`src/rtl/dbi_pkg.sv`:
```
package dbi_pkg;

    localparam int COL_W = 8;

    localparam logic [7:0] PFX_CMD  = 8'h80;
    localparam logic [7:0] PFX_DATA = 8'h40;

    typedef enum logic [1:0] {
        ST_IDLE = 2'd0,
        ST_DATA = 2'd1,
        ST_CMD  = 2'd2,
        ST_SKIP = 2'd3
    } dbi_state_e;

    typedef enum logic [2:0] {
        OP_COL_LO,
        OP_COL_HI,
        OP_PAGE,
        OP_FLAG,
        OP_SKIP_ARG,
        OP_NOP,
        OP_BAD
    } dbi_op_e;

    typedef enum logic [1:0] {
        FL_MIRROR,
        FL_ALLON,
        FL_INVERT,
        FL_ENABLE
    } dbi_flag_e;

    typedef struct packed {
        dbi_op_e   op;
        dbi_flag_e flag;
        logic      val;
        logic [3:0] nib;
    } dbi_cmd_t;

    typedef struct packed {
        logic enable;
        logic invert;
        logic allon;
        logic mirror;
    } dbi_flags_t;

    function automatic dbi_cmd_t dbi_decode(input logic [7:0] b);
        dbi_cmd_t c;
        c.op   = OP_BAD;
        c.flag = FL_MIRROR;
        c.val  = b[0];
        c.nib  = b[3:0];
        if (b <= 8'h0F)
            c.op = OP_COL_LO;
        else if (b <= 8'h20)
            c.op = OP_COL_HI;
        else if (b >= 8'h40 && b <= 8'h7F)
            c.op = OP_NOP;
        else if (b >= 8'hB0 && b <= 8'hBF)
            c.op = OP_PAGE;
        else if (b >= 8'hC0 && b <= 8'hC8)
            c.op = OP_NOP;
        else begin
            case (b)
                8'hA0, 8'hA1: begin c.op = OP_FLAG; c.flag = FL_MIRROR; end
                8'hA4, 8'hA5: begin c.op = OP_FLAG; c.flag = FL_ALLON;  end
                8'hA6, 8'hA7: begin c.op = OP_FLAG; c.flag = FL_INVERT; end
                8'hAE, 8'hAF: begin c.op = OP_FLAG; c.flag = FL_ENABLE; end
                8'h81, 8'hA8, 8'hAD, 8'hD3, 8'hD5,
                8'hD8, 8'hD9, 8'hDA, 8'hDB: c.op = OP_SKIP_ARG;
                8'hE3:   c.op = OP_NOP;
                default: c.op = OP_BAD;
            endcase
        end
        return c;
    endfunction

endpackage

```
`src/rtl/dbi_decoder.sv`:
```
module dbi_decoder
    import dbi_pkg::*;
(
    input  logic [7:0] byte_i,
    output dbi_cmd_t   cmd_o
);
    always_comb begin
        cmd_o = dbi_decode(byte_i);
    end
endmodule

```
`src/rtl/dbi_sequencer.sv`:
```
module dbi_sequencer
    import dbi_pkg::*;
(
    input  logic       clk,
    input  logic       rst,
    input  logic       in_valid,
    input  logic [7:0] in_byte,
    input  logic       in_end,
    input  dbi_cmd_t   cmd,
    output dbi_state_e state_q,
    output logic       data_fire,
    output logic       cmd_fire,
    output logic       pfx_err
);
    dbi_state_e state_d;
    logic       take;

    always_comb begin
        take      = in_valid && !in_end;
        data_fire = take && (state_q == ST_DATA);
        cmd_fire  = take && (state_q == ST_CMD);
        pfx_err   = take && (state_q == ST_IDLE) &&
                    (in_byte != PFX_CMD) && (in_byte != PFX_DATA);
    end

    always_comb begin
        state_d = state_q;
        if (in_end) begin
            state_d = ST_IDLE;
        end else if (in_valid) begin
            case (state_q)
                ST_IDLE: begin
                    if (in_byte == PFX_CMD)       state_d = ST_CMD;
                    else if (in_byte == PFX_DATA) state_d = ST_DATA;
                    else                          state_d = ST_IDLE;
                end
                ST_DATA: state_d = ST_DATA;
                ST_CMD:  state_d = (cmd.op == OP_SKIP_ARG) ? ST_SKIP : ST_IDLE;
                ST_SKIP: state_d = ST_IDLE;
                default: state_d = ST_IDLE;
            endcase
        end
    end

    always_ff @(posedge clk) begin
        if (rst) state_q <= ST_IDLE;
        else     state_q <= state_d;
    end


    a_r11_end_idle: assert property (@(posedge clk) disable iff (rst)
        in_end |=> state_q == ST_IDLE);


    a_r4_cmd_single: assert property (@(posedge clk) disable iff (rst)
        (state_q == ST_CMD && in_valid) |=> (state_q == ST_IDLE || state_q == ST_SKIP));


    a_r8_skip_one: assert property (@(posedge clk) disable iff (rst)
        (state_q == ST_SKIP && in_valid) |=> state_q == ST_IDLE);


    a_r2_data_holds: assert property (@(posedge clk) disable iff (rst)
        (state_q == ST_DATA && !in_end) |=> state_q == ST_DATA);

endmodule

```
`src/rtl/dbi_regs.sv`:
```
module dbi_regs
    import dbi_pkg::*;
#(
    parameter int COLS   = 132,
    parameter int PAGES  = 8,
    parameter int PAGE_W = $clog2(PAGES),
    parameter int ADDR_W = $clog2(COLS * PAGES)
) (
    input  logic              clk,
    input  logic              rst,
    input  logic              data_fire,
    input  logic              cmd_fire,
    input  dbi_cmd_t          cmd,
    input  logic [7:0]        in_byte,
    input  logic              pfx_err,
    output logic [COL_W-1:0]  col_q,
    output logic [PAGE_W-1:0] page_q,
    output dbi_flags_t        flags_q,
    output logic              fb_we,
    output logic [ADDR_W-1:0] fb_addr,
    output logic [7:0]        fb_wdata,
    output logic              redraw,
    output logic              err
);
    localparam logic [COL_W-1:0]  COL_LIMIT = COL_W'(COLS);
    localparam logic [ADDR_W-1:0] ROW_SPAN  = ADDR_W'(COLS);

    logic              in_range;
    logic              wr_go;
    logic [ADDR_W-1:0] wr_addr;

    always_comb begin
        in_range = col_q < COL_LIMIT;
        wr_go    = data_fire && in_range;
        wr_addr  = ADDR_W'(col_q) + ADDR_W'(page_q) * ROW_SPAN;
    end

    always_ff @(posedge clk) begin
        if (rst) begin
            col_q   <= '0;
            page_q  <= '0;
            flags_q <= '0;
        end else if (wr_go) begin
            col_q <= col_q + 1'b1;
        end else if (cmd_fire) begin
            case (cmd.op)
                OP_COL_LO: col_q[3:0] <= cmd.nib;
                OP_COL_HI: col_q[7:4] <= cmd.nib;
                OP_PAGE:   page_q     <= cmd.nib[PAGE_W-1:0];
                OP_FLAG: begin
                    case (cmd.flag)
                        FL_MIRROR: flags_q.mirror <= cmd.val;
                        FL_ALLON:  flags_q.allon  <= cmd.val;
                        FL_INVERT: flags_q.invert <= cmd.val;
                        FL_ENABLE: flags_q.enable <= cmd.val;
                        default:   flags_q        <= flags_q;
                    endcase
                end
                default: col_q <= col_q;
            endcase
        end
    end

    always_ff @(posedge clk) begin
        if (rst) begin
            fb_we    <= 1'b0;
            fb_addr  <= '0;
            fb_wdata <= '0;
            redraw   <= 1'b0;
            err      <= 1'b0;
        end else begin
            fb_we  <= wr_go;
            redraw <= wr_go;
            err    <= pfx_err || (cmd_fire && cmd.op == OP_BAD);
            if (wr_go) begin
                fb_addr  <= wr_addr;
                fb_wdata <= in_byte;
            end
        end
    end


    a_r3_no_write_past_end: assert property (@(posedge clk) disable iff (rst)
        fb_we |-> $past(col_q) < COL_LIMIT);


    a_r2_col_advance: assert property (@(posedge clk) disable iff (rst)
        fb_we |-> col_q == $past(col_q) + 1'b1);


    a_r10_bad_no_change: assert property (@(posedge clk) disable iff (rst)
        (cmd_fire && cmd.op == OP_BAD) |=> (err && $stable(flags_q) && $stable(col_q) && $stable(page_q)));

endmodule

```
`src/rtl/disp_byte_interp.sv`:
```
module disp_byte_interp
    import dbi_pkg::*;
#(
    parameter int COLS   = 132,
    parameter int PAGES  = 8,
    parameter int PAGE_W = $clog2(PAGES),
    parameter int ADDR_W = $clog2(COLS * PAGES)
) (
    input  logic              clk,
    input  logic              rst,
    input  logic              in_valid,
    input  logic [7:0]        in_byte,
    input  logic              in_end,
    output logic              fb_we,
    output logic [ADDR_W-1:0] fb_addr,
    output logic [7:0]        fb_wdata,
    output logic              redraw_req,
    output logic              err_pulse,
    output logic              disp_en,
    output logic              disp_inv,
    output logic              disp_allon,
    output logic              disp_mirror,
    output logic [1:0]        mode_out,
    output logic [7:0]        col_out,
    output logic [PAGE_W-1:0] page_out
);
    dbi_cmd_t   cmd;
    dbi_state_e state;
    dbi_flags_t flags;
    logic       data_fire;
    logic       cmd_fire;
    logic       pfx_err;

    dbi_decoder u_dec (
        .byte_i (in_byte),
        .cmd_o  (cmd)
    );

    dbi_sequencer u_seq (
        .clk       (clk),
        .rst       (rst),
        .in_valid  (in_valid),
        .in_byte   (in_byte),
        .in_end    (in_end),
        .cmd       (cmd),
        .state_q   (state),
        .data_fire (data_fire),
        .cmd_fire  (cmd_fire),
        .pfx_err   (pfx_err)
    );

    dbi_regs #(
        .COLS   (COLS),
        .PAGES  (PAGES),
        .PAGE_W (PAGE_W),
        .ADDR_W (ADDR_W)
    ) u_regs (
        .clk       (clk),
        .rst       (rst),
        .data_fire (data_fire),
        .cmd_fire  (cmd_fire),
        .cmd       (cmd),
        .in_byte   (in_byte),
        .pfx_err   (pfx_err),
        .col_q     (col_out),
        .page_q    (page_out),
        .flags_q   (flags),
        .fb_we     (fb_we),
        .fb_addr   (fb_addr),
        .fb_wdata  (fb_wdata),
        .redraw    (redraw_req),
        .err       (err_pulse)
    );

    always_comb begin
        mode_out    = state;
        disp_en     = flags.enable;
        disp_inv    = flags.invert;
        disp_allon  = flags.allon;
        disp_mirror = flags.mirror;
    end

endmodule

```
`config.mk`:
```
export PLATFORM = sky130hd
export DESIGN_NAME = disp_byte_interp
export DESIGN_NICKNAME = d
export VERILOG_FILES = /design/src/rtl/dbi_pkg.sv /design/src/rtl/dbi_decoder.sv /design/src/rtl/dbi_sequencer.sv /design/src/rtl/dbi_regs.sv /design/src/rtl/disp_byte_interp.sv
export SDC_FILE = /design/constraint.sdc
export NUM_CORES = 1
export LEC_CHECK = 0
export BUFFER_PORTS_ARGS = -buffer_cell sky130_fd_sc_hd__buf_2
export CORE_MARGIN = 10
export CORE_UTILIZATION = 30
export DETAILED_ROUTE_END_ITERATION = 10
export MAX_ROUTING_LAYER = met4
export SLEW_MARGIN = 40
export SYNTH_ARGS = -nofsm -noshare
export SYNTH_HDL_FRONTEND = slang
export SYNTH_HIERARCHICAL = 1
export SYNTH_SLANG_ARGS = --single-unit
export TNS_END_PERCENT = 100
```
`constraint.sdc`:
```
create_clock -name clk -period 4.71 [get_ports clk]
set_input_delay 0.942 -clock clk [delete_from_list [all_inputs] [get_ports clk]]
set_output_delay 0.942 -clock clk [all_outputs]
set_load 0.005 [all_outputs]
```
==> qor_table.md, run 1 <==
| Step | Result | Value |
|:---|:---|:---|
| timing | Worst-Margin Slew | 0.664 ns |
| drt | Detail-routed net length per standard cell | 15.4 um |
| setup path | Register-to-register setup slack | 2.30 ns |
| synthesis | Number of flip-flops and latches in the synthesized netlist | 38 |
| floorplan | Die area | 12000 um2 |
| cts | Post-CTS repair timing setup buffer count | 0 |
| cts | CTS tree | done |
| setup path | Crit. End Element | flop |
| timing | Unrepaired setup endpoints after global routing | no |
| cells and area | Non-filler cells in the finished layout | 427 |
| power | Flop pwr share | 0.440 |
| floorplan | Standard cell core area | 7770 um2 |
| synthesis | Leading area contributor after synthesis | sky130_fd_sc_hd__dfxtp_1 |
| timing | Layout Skew | 0.0110 ns |
| power | Cell internal pwr | 0.000574 W |
| power | Leak Pwr | 1.04 nW |
| cells and area | Storage cell area | 761 um2 |
| setup path | Data arrival time of the critical path | 3.15 ns |
| cts | Clk sinks | 38 |
| synthesis | Post-synthesis cell area | 2410 um2 |
| run | Number of max-cap violations | 0 |
| cts | Clock Tree Buf Depth | 2 |
| cts | Clock input transition at the sequential cells of the worst setup and hold paths | 0.08 ns |
| grt | First-pass GRT wire length | 10800 um |
| cells and area | Synthesis-to-layout area growth | 14.1% |
| placement | Final weighted congestion in routability-driven placement | 0.832 |
| power | P per Cell Area | 271 nW/um2 |
| drt | Number of vias in the routed layout | 2209 |
| floorplan | Die Ht | 110 um |
| synthesis | Gate count of the mapped netlist | 292 |
| hold path | Worst Hold Class | reg -> reg |
| cts | CTS Hold Buffers Added | 0 |
| cells and area | Antenna diodes | 0 |
| cells and area | Fill cell instance count of the final layout | 843 |
| synthesis | Sequential share of the synthesized area | 0.316 |
| power | Switching share of power | 0.231 |
| synthesis | Per-instance average area after synthesis | 8.24 um2 |
| floorplan | Effective utilization at floorplan | 0.310 |
| grt | GRT Max-Usage Layer | met2 |
| placement | Number of buffers inserted by port buffering | 50 |
| grt | Initial antenna violation count | 0 |
| synthesis | Most area-consuming cells after synthesis | sky130_fd_sc_hd__dfxtp_1, sky130_fd_sc_hd__nand2_1, sky130_fd_sc_hd__a21oi_1 |
| floorplan | DIE WIDTH | 110 um |
| timing | Total negative setup slack | 0 ns |
| timing | Worst rel slew slack | 0.558 |
| grt | Total routing resource utilization after global routing | 0.113 |
| timing | Count of final max-slew check failures | 0 |
| synthesis | Yosys synthesis warning count | 6 |
| synthesis | Post-synthesis cell type count | 61 |
| setup path | Required time worst endpoint | 4.86 ns |
| drt | Iteration-0 DRC count of the detailed router | 152 |
| drt | Number of design rule violations left after detail routing | 0 |
| grt | Pin count of the biggest net entering global routing | 35 |
| status | Status | finished, final reports clean |
| timing | Upper clock frequency limit | 0.333 GHz |
| grt | Number of global-route vias before repair | 2075 |
| grt | GRT overflow | 0 |
| timing | Number of setup violations in the final report | 0 |
| setup path | Critical path start-end classification | in -> reg |
| drt | Vias per Instance | 5.17 |
| grt | Grt met1 use | 0.147 |
| floorplan | Boundary pin count | 51 |
| cells and area | Finished Core Util | 0.354 |
| placement | Placed instance count | 419 |
| setup path | Critical Path Source Type | primary input |
| cells and area | Layout cell share with drive strength beyond 1 | 0.240 |
| synthesis | Number of enable-type register cells in the synthesized netlist | 0 |
| drt | Number of routed nets with antenna violations | 0 |
| drt | Sum of routed wire length over all layers | 6580 um |
| cells and area | Post-layout net count | 342 |
| placement | HPWL reported at the end of detailed placement | 4580 um |
| synthesis | Proportion of register bits with asynchronous set or reset after synthesis | 0 |
| cells and area | Area of the multi-input gates | 1420 um2 |
| setup path | Critical Path Fanout Max | 16 |
| synthesis | Post-Synthesis Net Count | 310 |
| synthesis | Commonest register cell after synthesis | sky130_fd_sc_hd__dfxtp_1 |
| power | Fraction of power consumed by combinational cells | 0.090 |
| power | Peak ir drop on the vdd network | 0.000123 V |
| power | Reported net switching power | 0.000172 W |
| drt | First-pass iteration count of the detailed router | 4 |
| timing | Final period utilization | 0.638 |
| cts | Number of clock buffers inserted by TritonCTS | 5 |
| timing | Number of hold-slack violations in the final timing report | 0 |
| grt | Met3 track utilization from global routing | 0.0181 |
| cts | Cts repair resizes | 0 |
| timing | Hold WS | 0.452 ns |
| timing | Minimum clock period | 3.01 ns |
| power | Portion of total power attributed to the clock network | 0.470 |
| synthesis | Area fraction of the dominant cell type after synthesis | 0.316 |
| cts | Library cell used as clock root buffer | sky130_fd_sc_hd__clkbuf_8 |
| grt | M2 GR Usage | 0.178 |
| cts | Clk_lat worst skew | 0.29 ns |
| cts | H-tree depth reported by CTS | 2 |
| floorplan | Cell Rows | 32 |
-- final cells by class --
class / count / share of cell area
clock inverter: 2 / 0.0219
timing repair buffer: 51 / 0.0938
multi-input combinational: 218 / 0.517
inverter: 10 / 0.0137
clock buffer: 6 / 0.0301
tap: 102 / 0.0465
sequential: 38 / 0.277
-- layout by cell type, fill, tap and decap left out, types with 2 or more instances in the layout --
cell type,Yosys,final
sky130_fd_sc_hd__a211oi_1,3,3
sky130_fd_sc_hd__a211oi_2,5,5
sky130_fd_sc_hd__a21bo_2,2,2
sky130_fd_sc_hd__a21oi_1,28,28
sky130_fd_sc_hd__a22oi_1,3,3
sky130_fd_sc_hd__a31oi_1,5,5
sky130_fd_sc_hd__a32oi_1,2,2
sky130_fd_sc_hd__and2_1,2,2
sky130_fd_sc_hd__and3_1,5,5
sky130_fd_sc_hd__buf_2,4,50
sky130_fd_sc_hd__bufinv_16,0,2
sky130_fd_sc_hd__clkbuf_8,0,6
sky130_fd_sc_hd__dfxtp_1,38,38
sky130_fd_sc_hd__ha_1,5,5
sky130_fd_sc_hd__inv_1,9,9
sky130_fd_sc_hd__mux2i_1,7,7
sky130_fd_sc_hd__nand2_1,39,39
sky130_fd_sc_hd__nand2b_1,6,6
sky130_fd_sc_hd__nand3_1,12,12
sky130_fd_sc_hd__nand4bb_1,2,2
sky130_fd_sc_hd__nor2_1,24,24
sky130_fd_sc_hd__nor2b_1,3,3
sky130_fd_sc_hd__nor3_1,5,5
sky130_fd_sc_hd__nor3b_1,3,3
sky130_fd_sc_hd__nor4_4,2,2
sky130_fd_sc_hd__nor4b_1,3,3
sky130_fd_sc_hd__nor4b_2,3,3
sky130_fd_sc_hd__o21a_1,3,3
sky130_fd_sc_hd__o21ai_0,7,7
sky130_fd_sc_hd__o21bai_1,2,2
sky130_fd_sc_hd__o22ai_1,5,5
sky130_fd_sc_hd__o41ai_1,2,2
sky130_fd_sc_hd__xnor2_1,3,3
-- routing by layer --
metal / vias up / routed length, um / part of all wire
li1: 1112 / - / -
met1: 1038 / 3160 / 0.48
met4: 0 / 79 / 0.012
met3: 6 / 254 / 0.039
met2: 53 / 3090 / 0.47
met5: - / 0 / 0
-- power by group through the flow --
stage | clock network [W] | logic (W) | registers [W]
final | 0.000350 | 0.0000673 | 0.000328
after global placement | 0 | 0.0000663 | 0.000335
after global routing | 0.000367 | 0.0000744 | 0.000329
after CTS | 0.000356 | 0.0000673 | 0.000328
after floorplan | 0 | 0.0000508 | 0.000335
after detailed placement | 0 | 0.0000670 | 0.000335
-- cells by family (layout without fill, tap and decap cells) --
logic type	after synthesis	in the layout	synth area share
AO/OA/AOI/OAI	81	81	0.233
XOR/XNOR	4	4	0.0146
adder cells (fa/ha/maj)	6	6	0.0343
buffers and inverters	36	69	0.0941
flip-flops	38	38	0.316
multiplexers	8	8	0.0338
AND/OR/NAND/NOR	119	119	0.274
-- sequential cells by signal, indices dropped and copies added (netlist names) --
name             flops
u_regs/err           1
u_regs/page_q        3
u_regs/flags_q       4
u_regs/fb_addr      11
u_seq/state_q        2
u_regs/fb_wdata      8
u_regs/redraw        1
u_regs/col_q         8
-- cells in the mapped netlist (all sizes together), types with 6 or more instances --
master	count
buf	22
nor2	24
nand2b	6
a21oi	29
dfxtp	38
nand2	39
a211oi	8
nand3	12
mux2i	7
nor4b	6
inv	9
nor3	6
o21ai	8
-- final timing paths --
path,depth (start not counted),start,endpoint
max,9,in_byte[0],u_regs/flags_q[1]
min,2,u_regs/fb_wdata[0],u_regs/fb_wdata[0]
max reg2reg,6,u_seq/state_q[0],u_regs/col_q[4]
min reg2reg,2,u_regs/fb_wdata[0],u_regs/fb_wdata[0]
-- worst max-delay path, stage by stage --
cell and delay (ns):
sky130_fd_sc_hd__buf_2 0.31, sky130_fd_sc_hd__nor3_2 0.12, sky130_fd_sc_hd__a21oi_1 0.24, sky130_fd_sc_hd__nand2b_1 0.11
sky130_fd_sc_hd__a211oi_2 0.48, sky130_fd_sc_hd__nand4b_1 0.32, sky130_fd_sc_hd__nor3b_1 0.39, sky130_fd_sc_hd__a21bo_2 0.18
sky130_fd_sc_hd__a21oi_1 0.05
-- per-stage QoR --
| step | worst slack [ns] | total power (W) | instance area [um2] |
|---|---|---|---|
| global placement | 1.34 | 0.000402 | 2600 |
| floorplan | 1.96 | 0.000386 | 2410 |
| finish | 1.70 | 0.000746 | 2750 |
| detailed placement | 1.48 | 0.000402 | 2600 |
| CTS | 1.77 | 0.000751 | 2750 |
| global route | 1.44 | 0.000770 | 2750 |
No activity file was read; power rests on OpenSTA's default activity.
==> run 2: changes to the inputs <==
==> constraint.sdc (replaced) <==
create_clock -name clk -period 2.9 [get_ports clk]
set_input_delay 0.58 -clock clk [delete_from_list [all_inputs] [get_ports clk]]
set_output_delay 0.58 -clock clk [all_outputs]
set_load 0.005 [all_outputs]
==> qor_table.md, run 2 (same netlist as run 1, synthesis figures left out) <==
| Step | Result | Value | Delta |
|:---|:---|:---|:---|
| placement | Final weighted congestion in routability-driven placement | 0.853 | +2.5% |
| power | Leak Pwr | 1.07 nW | +3.0% |
| floorplan | Standard cell core area | 7770 um2 | unchanged |
| grt | GRT overflow | 0 | unchanged |
| cells and area | Layout cell share with drive strength beyond 1 | 0.257 | +0.0167 |
| cts | H-tree depth reported by CTS | 2 | unchanged |
| status | Status | finished, final reports clean |  |
| setup path | Crit path max-delay family | simple AND/OR/NAND/NOR gates |  |
| cells and area | Antenna diodes | 0 | unchanged |
| run | Number of max-cap violations | 0 | unchanged |
| placement | HPWL reported at the end of detailed placement | 4890 um | +6.7% |
| placement | Number of buffers inserted by port buffering | 50 | unchanged |
| setup path | Crit path cell chain | buf_2, nand2_1, o21a_1, nor4b_1, a211oi_2, or4b_1, a211oi_2, a32o_1, a22o_1 |  |
| drt | Iteration-0 DRC count of the detailed router | 208 | +37% |
| timing | Worst-Margin Slew | 0.711 ns | +0.0478 ns |
| grt | Pin count of the biggest net entering global routing | 34 | -2.9% |
| cells and area | Synthesis-to-layout area growth | 15.1% |  |
| floorplan | Die area | 12000 um2 | unchanged |
| hold path | Hold Crit Start | u_regs/fb_wdata[2] |  |
| floorplan | DIE WIDTH | 110 um | unchanged |
| timing | Worst rel slew slack | 0.526 | -0.0319 |
| cts | CTS tree | done |  |
| timing | Number of setup violations in the final report | 0 | unchanged |
| hold path | Terminating pin of the worst hold path | u_regs/fb_wdata[2] |  |
| timing | Upper clock frequency limit | 0.386 GHz |  |
| drt | Number of routed nets with antenna violations | 0 | unchanged |
| setup path | Register-to-register setup slack | 0.69 ns | -1.61 ns |
| timing | Total negative setup slack | 0 ns | unchanged |
| setup path | Count of buffering cells on the critical path with inverters included | 1 | unchanged |
| timing | Hold WS | 0.452 ns | -0.000611 ns |
| drt | First-pass iteration count of the detailed router | 4 | unchanged |
| setup path | Critical Path Fanout Max | 12 | -4 |
| setup path | Required time worst endpoint | 3.14 ns | -1.72 ns |
| cells and area | Post-layout net count | 352 | +2.9% |
| hold path | Worst Hold Class | reg -> reg |  |
| grt | First-pass GRT wire length | 10900 um | +0.64% |
| drt | Vias per Instance | 5.14 | -0.70% |
| power | Switching share of power | 0.266 | +0.0349 |
| cts | CTS Hold Buffers Added | 0 | unchanged |
| cts | Cts repair resizes | 0 | unchanged |
| floorplan | Effective utilization at floorplan | 0.310 | unchanged |
| cells and area | Largest registers | u_regs/fb_addr (11), u_regs/col_q (8), u_regs/fb_wdata (8) |  |
| placement | Setup Slack @ Placement | 0.0471 ns | -1.43 ns |
| grt | Number of global-route vias before repair | 2125 | +2.4% |
| setup path | CP max-delay cell | sky130_fd_sc_hd__or4b_1 |  |
| floorplan | Boundary pin count | 51 | unchanged |
| cts | Post-CTS repair timing setup buffer count | 0 | unchanged |
| cells and area | Finished Core Util | 0.356 | +0.00290 |
| setup path | Data arrival time of the critical path | 2.83 ns | -0.32 ns |
| grt | Total routing resource utilization after global routing | 0.115 | +0.00167 |
| cts | Library cell used as clock root buffer | sky130_fd_sc_hd__clkbuf_8 |  |
| setup path | Worst reg2reg path startpoint | u_regs/col_q[2] |  |
| setup path | Critical Path Source Type | primary input |  |
| setup path | Cell seen most often among critical-path stages | sky130_fd_sc_hd__a211oi_2 |  |
| power | Peak ir drop on the vdd network | 0.000142 V | +15% |
| setup path | Critical path start-end classification | in -> reg |  |
| timing | Number of hold-slack violations in the final timing report | 0 | unchanged |
| cells and area | Most frequent cells in the layout | sky130_fd_sc_hd__buf_2, sky130_fd_sc_hd__nand2_1, sky130_fd_sc_hd__dfxtp_1, sky130_fd_sc_hd__a21oi_1, sky130_fd_sc_hd__nor2_1 |  |
| cts | Clock Tree Buf Depth | 2 | unchanged |
| cells and area | Number of flip-flops in the largest register | 11 | unchanged |
| power | Flop pwr share | 0.514 | +0.074 |
| power | Portion of total power attributed to the clock network | 0.377 | -0.093 |
| grt | Initial antenna violation count | 0 | unchanged |
| cts | Clk_lat worst skew | 0.29 ns | about the same |
| power | Fraction of power consumed by combinational cells | 0.109 | +0.019 |
| cells and area | Top reg by flops | u_regs/fb_addr |  |
| timing | Final period utilization | 0.892 |  |
| drt | Detail-routed net length per standard cell | 15.4 um | +0.21% |
| floorplan | Cell Rows | 32 | unchanged |
| setup path | Reg2Reg Capture Point | u_regs/fb_addr[8] |  |
| cts | Clock input transition at the sequential cells of the worst setup and hold paths | 0.07 ns | about the same |
| setup path | Cell depth of the worst flop-to-flop path | 7 | +1 |
| drt | Number of design rule violations left after detail routing | 0 | unchanged |
| timing | Layout Skew | 0.00381 ns | -0.00716 ns |
| setup path | Crit. End Element | flop |  |
| power | Reported net switching power | 0.000275 W | +60% |
| cells and area | Most common cell after layout, fill and taps aside | sky130_fd_sc_hd__buf_2 |  |
| hold path | Number of instances on the worst hold path | 2 | unchanged |
| timing | Minimum clock period | 2.59 ns |  |
| power | P per Cell Area | 374 nW/um2 | +38% |
| floorplan | Die Ht | 110 um | unchanged |
| timing | Worst setup slack after layout | 0.312 ns | -1.39 ns |
| setup path | CP peak stage delay | 0.60 ns | +0.12 ns |
| timing | Unrepaired setup endpoints after global routing | no |  |
| drt | Number of vias in the routed layout | 2245 | +1.6% |
| drt | Sum of routed wire length over all layers | 6750 um | +2.6% |
| cts | Number of clock buffers inserted by TritonCTS | 5 | unchanged |
| cts | Clk sinks | 38 | unchanged |
| power | Cell internal pwr | 0.000761 W | +33% |
| timing | Count of final max-slew check failures | 0 | unchanged |
[run 2: stage by stage]
stage | cells | total power, W | instance area (um2)
2_1_floorplan | 292 | 0.000627 | 2410
3_3_place_gp | 429 | 0.000656 | 2680
3_5_place_dp | 429 | 0.000658 | 2680
4_1_cts | 437 | 0.00105 | 2770
5_1_grt | 437 | 0.00108 | 2770
6_report | 437 | 0.00104 | 2770
[run 2: how the worst max path moves through the flow]
stage          startpoint         endpoint  cells past startpoint
2_1_floorplan  in_byte[3]  u_regs/col_q[3]                      9
3_3_place_gp   in_byte[0]  u_regs/col_q[3]                      9
3_5_place_dp   in_byte[0]  u_regs/col_q[3]                      9
4_1_cts        in_byte[0]  u_regs/col_q[3]                      9
5_1_grt        in_byte[2]  u_regs/col_q[4]                      9
6_report       in_byte[0]  u_regs/col_q[3]                      9
[run 2: power by group through the flow]
stage,Clock (W),Sequential [W],Combinational (W)
final,0.000390,0.000532,0.000113
after floorplan,0,0.000545,0.0000825
after global routing,0.000418,0.000533,0.000125
after global placement,0,0.000545,0.000112
after detailed placement,0,0.000545,0.000114
after CTS,0.000402,0.000532,0.000113
[run 2: area by class of cell]
cell class	count	area, um2
clock buffers	7	86.3
clock inverters	1	5.00
fillers	855	5000
inverters	10	37.5
multi-input cells	218	1420
flip-flops and latches	38	761
well taps	102	128
repair buffers	61	333
[run 2: tightest hold or removal path: cells and delay by family (launching register included)]
family	cells	cell delay [ns]
AOI/OAI and AO/OA	1	0.05
and+or+nand+nor	1	0.05
DFF	1	0.31
[run 2: routing by layer]
layer | GRT usage | vias to the layer above | wire (um)
li1 | - | 1131 | -
met1 | 0.147 | 1056 | 3160
met2 | 0.181 | 52 | 3250
met3 | 0.0187 | 6 | 261
met4 | 0.0353 | 0 | 81
met5 | - | - | 0
